$ cat src/rtl/cs_strobe_gen.sv
module cs_strobe_gen #(
  parameter int ADDR_W = 24,
  parameter int N_AREA = 8,
  parameter int N_PIN  = 8,
  localparam int SEL_W  = $clog2(N_AREA),
  localparam int CFG_AW = $clog2(N_PIN)
) (
  input  logic              clk,
  input  logic              rst_n,
  input  logic              boot_rom_en,
  input  logic [ADDR_W-1:0] bus_addr,
  input  logic              ext_cycle,
  input  logic              cfg_we,
  input  logic [CFG_AW-1:0] cfg_addr,
  input  logic [N_AREA:0]   cfg_data,
  output logic [N_PIN-1:0]  cs_pin_n,
  output logic [N_PIN-1:0]  cs_pin_oe
);

  logic [SEL_W-1:0]  area_sel;
  logic [N_AREA-1:0] area_d;
  logic [N_AREA-1:0] area_q;
  logic [N_AREA-1:0] mask_q [N_PIN];
  logic [N_PIN-1:0]  en_q;
  logic              addr_unused;

  assign area_sel    = bus_addr[ADDR_W-1 -: SEL_W];
  assign addr_unused = ^bus_addr[ADDR_W-SEL_W-1:0];

  for (genvar a = 0; a < N_AREA; a++) begin : g_area
    assign area_d[a] = ext_cycle && (area_sel == SEL_W'(a));
  end

  always_ff @(posedge clk) begin
    if (!rst_n) area_q <= '0;
    else        area_q <= area_d;
  end

  for (genvar p = 0; p < N_PIN; p++) begin : g_pin
    always_ff @(posedge clk) begin
      if (!rst_n) begin
        mask_q[p] <= N_AREA'(1) << p;
        en_q[p]   <= (p == 0) ? !boot_rom_en : 1'b0;
      end else if (cfg_we && cfg_addr == CFG_AW'(p)) begin
        mask_q[p] <= cfg_data[N_AREA-1:0];
        en_q[p]   <= cfg_data[N_AREA];
      end
    end
    assign cs_pin_n[p] = ~(en_q[p] & |(area_q & mask_q[p]));
  end

  assign cs_pin_oe = en_q;

  a_r1_area_decode: assert property (@(posedge clk) disable iff (!rst_n)
    ext_cycle |=> area_q == (N_AREA'(1) << $past(area_sel)));

  a_r2_idle_pins_high: assert property (@(posedge clk) disable iff (!rst_n)
    !ext_cycle |=> &cs_pin_n);

  a_r10_one_area: assert property (@(posedge clk) disable iff (!rst_n)
    $onehot0(area_q));

  a_r7_oe_needs_write: assert property (@(posedge clk) disable iff (!rst_n)
    !cfg_we |=> $stable(cs_pin_oe));

endmodule

$ cat config.mk
export PLATFORM = sky130hd
export DESIGN_NAME = cs_strobe_gen
export DESIGN_NICKNAME = d
export VERILOG_FILES = /design/src/rtl/cs_strobe_gen.sv
export SDC_FILE = /design/constraint.sdc
export NUM_CORES = 1
export LEC_CHECK = 0
export CORE_MARGIN = 2
export CORE_UTILIZATION = 39
export DETAILED_ROUTE_END_ITERATION = 6
export GPL_TIMING_DRIVEN = 1
export SLEW_MARGIN = 20
export SYNTH_ARGS = -nofsm -noshare
export SYNTH_HDL_FRONTEND = slang
export SYNTH_SLANG_ARGS = --single-unit
$ cat constraint.sdc
create_clock -name clk -period 4.9 [get_ports clk]
set_clock_uncertainty 0.1 [all_clocks]
set_input_delay 0.98 -clock clk [delete_from_list [all_inputs] [get_ports clk]]
set_output_delay 0.98 -clock clk [all_outputs]
set_load 0.05 [all_outputs]
# Word level (Yosys, flattened, before mapping)
# Memory sizes are Yosys's and may differ from the RTL's.
# Cells that the tools add are included.
totals:
  memories: 1
  input_bits: 41
  register_bits: 16
  wordCells: 119
  out_inout_bits: 16
  ramBits: 64
classes:
  mux: 35
  n_eq_ne: 15
  n_bitwise: 32
  reduce_logical: 27
memory_table:
  columns: ["name", "words", "width", "rd", "rd_ports_with_merged_regs", "write_ports", "line", "rtl"]
  rows:
  - ["mask_q", 8, 8, 8, 0, 8, "23", "logic [N_AREA-1:0] mask_q [N_PIN];"]
ops:
  columns: ["cell", "count"]
  rows:
  - ["$and A8 B8 Y8", 8]
  - ["$mux W8", 8]
  - ["$reduce_or A8 Y1", 8]
  - ["$mux W1", 27]
  - ["$eq A3 B3 Y1 const B", 8]
  - ["$logic_and A1 B1 Y1", 16]
  - ["$eq A3 B2 Y1 const B", 4]
  - ["$and A1 B1 Y1", 8]
  - ["$not A1 Y1", 8]
  - ["$or A1 B1 Y1", 8]
  - ["$eq A3 B1 Y1 const B", 2]
  - ["$logic_not A3 Y1", 2]
  - ["$ne A2 B1 Y1 const B", 1]
  - ["$logic_not A1 Y1", 1]

# Longest topological paths before layout
logic_depth:
  ltp_word: 6
  mapped_depth: 4
  depth_no_buf: 3

# Worst setup path after synthesis
# Ideal clock, no wire load.
synth_timing:
  path_type: "input port to flip-flop"
  from: "input cfg_addr[0]"
  to: "register en_q[0], in the netlist cs_pin_oe[0], enable pin"
  arrival_time_ps: 2037
  stages: 3
  setup_ps: 387
  setup_slack_ps: 2375
  required_time_ps: 4413
  cell_sequence: "or2_1 buf_6 o21ai_0"
synth_via:
  elab_chain_len: 3
synth_rtl:
  columns: ["item", "line", "rtl"]
  rows:
  - ["start, declared", "14", "input logic [CFG_AW-1:0] cfg_addr,"]
  - ["$logic_not A3 Y1", "44", "end else if (cfg_we && cfg_addr == CFG_AW'(p)) begin"]
  - ["$logic_and A1 B1 Y1", "44", null]
  - ["$ne A2 B1 Y1 (no line)", null, null]
  - ["end signal, assigned by index", "43", "en_q[p] <= (p == 0) ? !boot_rom_en : 1'b0;"]
  - ["end signal, assigned by index", "46", "en_q[p] <= cfg_data[N_AREA];"]
  - ["end, declared", "24", "logic [N_PIN-1:0] en_q;"]
# No other way between the ends.
# A chain may end at the register's enable or synchronous reset.

# Worst setup path after layout
layout_timing:
  from: "register area_q[1]"
  to: "output cs_pin_n[6]"
layout_via:
  elab_chain_len: 4
layout_rtl:
  columns: ["item", "line", "rtl"]
  rows:
  - ["start, declared", "22", "logic [N_AREA-1:0] area_q;"]
  - ["start signal, assigned", "36", "else area_q <= area_d;"]
  - ["$and A8 B8 Y8", "49", "assign cs_pin_n[p] = ~(en_q[p] & |(area_q & mask_q[p]));"]
  - ["$reduce_or A8 Y1", "49", null]
  - ["$and A1 B1 Y1", "49", null]
  - ["$not A1 Y1", "49", null]
  - ["end, declared", "16", "output logic [N_PIN-1:0] cs_pin_n,"]
# No other way between the ends.

==> results.yml <==
setup_path:
  worstPathCellList: "a22oi_1 -> nand4_1 -> nand2_1 -> clkdlybuf4s50_1"
  path_class: "flop to output pin"
  path_max_fanout: 8
  slowest_delay_ns: 0.79
  critPathCaptureType: "output pin"
  cp.required_ns: 3.82
  critPathLaunchType: "flop"
  cp.arrival_ns: 2.10
  crit_slowest_cell: "clkdlybuf4s50_1"
yosys:
  synth.area.top_cells: "edfxtp_1, and2_1, dfxtp_1, a22oi_1, or3_1"
  syn_avg_cell_area_sq_um: 12.8
  synth_top_family_by_area: "simple AND/OR/NAND/NOR gates"
  synth_top_area_cell: "edfxtp_1"
  synthSimpleGateAreaFrac: 0.210
  synth_fa_ha_area_frac: 0
  syn_inst: 264
  synth-compound-area-share: 0.0884
  ys_warn_count: 0
  synth_seq_cells: 80
  synth_cell_types: 25
  synth_xor_area_frac: 0
  synth-seq-area-share: 0.669
  synth_mux_area_frac: 0.0149
  synth_top_area_share: 0.580
  netlist_area_sq_mm: 0.00337
  synth_nets: 305
clock_tree:
  cts_root_buf: "clkbuf_8"
  clockBufferDepth: 2
  cts_resized: 0
  tritoncts: "done"
  numCtsBuffers: 9
  path_clk_slew_ns: 0.08
  cts_hold_buf: 0
  h-tree-depth: 3
  cts.sinks: 80
  worstSkewPairLatency_ns: 0.34
  cts_setup_buffers: 0
global_route:
  first_global_vias: 2192
  grt_max_degree: 21
  grt_pass1_wl_microns: 12100
  grtUsageTotal: 0.174
  antenna_found_initial: 0
  overflow: 0
final_layout:
  final_core_util: 0.480
  multi_input_area_sq_mm: 0.00106
  finish.net_count: 340
  fill_cells: 748
  drive_gt1_frac: 0.0559
  n_antenna_cell: 0
  regArea_sq_mm: 0.00225
  final_area_sq_mm: 0.00398
  syn2layout_area_growth_pct: 18.2
  final_common_cell: "edfxtp_1"
  final_cell_mix: "edfxtp_1, and2_1, clkdlybuf4s50_1, a22oi_1"
worst_hold_path:
  hp-class: "flop to flop"
route:
  drt-pass1-iter-count: 4
  wl_per_cell_microns: 19.0
  wirelength_microns: 7780
  drt_iter0_drc: 161
  ant_nets: 0
  vias: 2220
  post_drt_via_cell_ratio: 5.43
  route.detailed.drc: 0
timing:
  worstMarginPinSlew_ns: 0.784
  final-setup-viol-count: 0
  hold_violations: 0
  maxSlewHeadroom: 0.476
  post-route-min-period_ns: 3.18
  timing.fmax_mhz: 314
  final.setup.tns_ns: 0
  finalWorstSetupSlack_ns: 1.72
  maxSlewViolCount: 0
  rsz0062_at_grt: "no"
  finalCritPeriodShare: 0.649
job:
  max_cap_violations: 0
placement:
  pre_cts_ws_ns: 1.64
  io_buffers: 35
  gp_congestion: 0.836
  place_area_sq_mm: 0.00380
  hpwl_microns: 5030
die:
  die_width_microns: 96.9
  core_area_sq_mm: 0.00830
  start_util: 0.406
  pin_count: 57
  rows: 33
  die_h_microns: 96.9
  die_area_sq_mm: 0.00939
pwr:
  power_frac_clock: 0.337
  power.density_mw_per_mm2: 332
  swShare: 0.231
  irDropWorstVdd_uv: 191
  combPwrFrac: 0.067
  p_int_mw: 1.02
  leakagePower_nw: 1.36
  pwr-share-seq: 0.596
  power.net_switching_mw: 0.305
run_status:
  status: "finished clean"
## worst max-delay path: cells and delay by family, from the launching register on
kind            cells  cell delay [ns]
simple gates        2             0.21
flops               1             0.47
compound gates      1             0.28
buf+inv             1             0.79
## path summary, 6_finish.rpt
check               startpoint      endpoint  slack (ns)  cells after the start
setup / recovery     area_q[1]   cs_pin_n[6]        1.72                      4
hold / removal    cs_pin_oe[2]  cs_pin_oe[2]        0.43                      2
setup reg to reg  cs_pin_oe[1]  cs_pin_oe[1]        4.09                      2
hold reg to reg   cs_pin_oe[2]  cs_pin_oe[2]        0.43                      2
## stage by stage
| step | total power, mW | std cells | hold WS (ns) |
|---|---|---|---|
| after detailed placement | 0.892 | 393 | 0.409 |
| after floorplan | 0.843 | 264 | 0.619 |
| after global placement | 0.890 | 393 | 0.383 |
| final | 1.32 | 409 | 0.428 |
| after CTS | 1.33 | 409 | 0.426 |
| after global routing | 1.37 | 409 | 0.467 |
## power groups by stage
stage                     Sequential (mW)  Combinational (mW)  Clock (mW)
after floorplan                     0.803              0.0397           0
after global placement              0.801              0.0884           0
after detailed placement            0.803              0.0892           0
after CTS                           0.787              0.0895       0.451
after global routing                0.790              0.0970       0.485
final                               0.787              0.0888       0.444
## cell usage after synthesis
| library cell | count |
|---|---|
| nor2_1 | 14 |
| nor2b_1 | 4 |
| clkbuf_1 | 7 |
| clkbuf_2 | 1 |
| mux2i_1 | 5 |
| buf_2 | 1 |
| edfxtp_1 | 65 |
| nor3_1 | 2 |
| dfxtp_1 | 15 |
| a21boi_1 | 1 |
| nand4_1 | 9 |
| inv_1 | 1 |
| and2_1 | 56 |
| nand2b_1 | 5 |
| or2_1 | 1 |
| nand4b_1 | 3 |
| nand2_1 | 15 |
| nand3_1 | 2 |
| o21ai_0 | 7 |
| or3_1 | 11 |
| a22oi_1 | 32 |
| a21boi_0 | 2 |
| buf_1 | 2 |
| buf_6 | 1 |
| nand3b_1 | 2 |
## logic make-up after synthesis
group,after synthesis
simple gates,124
flops,80
compound gates,42
buf+inv,13
mux,5
## final cells by class
type                       count  area share
sequential                    80       0.566
multi-input combinational    171       0.265
timing repair buffer          36      0.0899
clock buffer                  10      0.0374
tap                          105      0.0330
clock inverter                 6     0.00786
inverter                       1    0.000943
## registers in the layout (all words and copies together) (netlist names)
register / count
area_q: 8
cs_pin_oe: 8
mask_q: 64
## routing by layer
| layer | vias up | share of wire | GRT usage |
|---|---|---|---|
| met5 | - | 0 | 0 |
| met3 | 13 | 0.073 | 0.0238 |
| li1 | 1045 | - | - |
| met1 | 1090 | 0.44 | 0.236 |
| met2 | 72 | 0.47 | 0.271 |
| met4 | 0 | 0.025 | 0.0975 |
No activity file was read; power rests on OpenSTA's default activity.
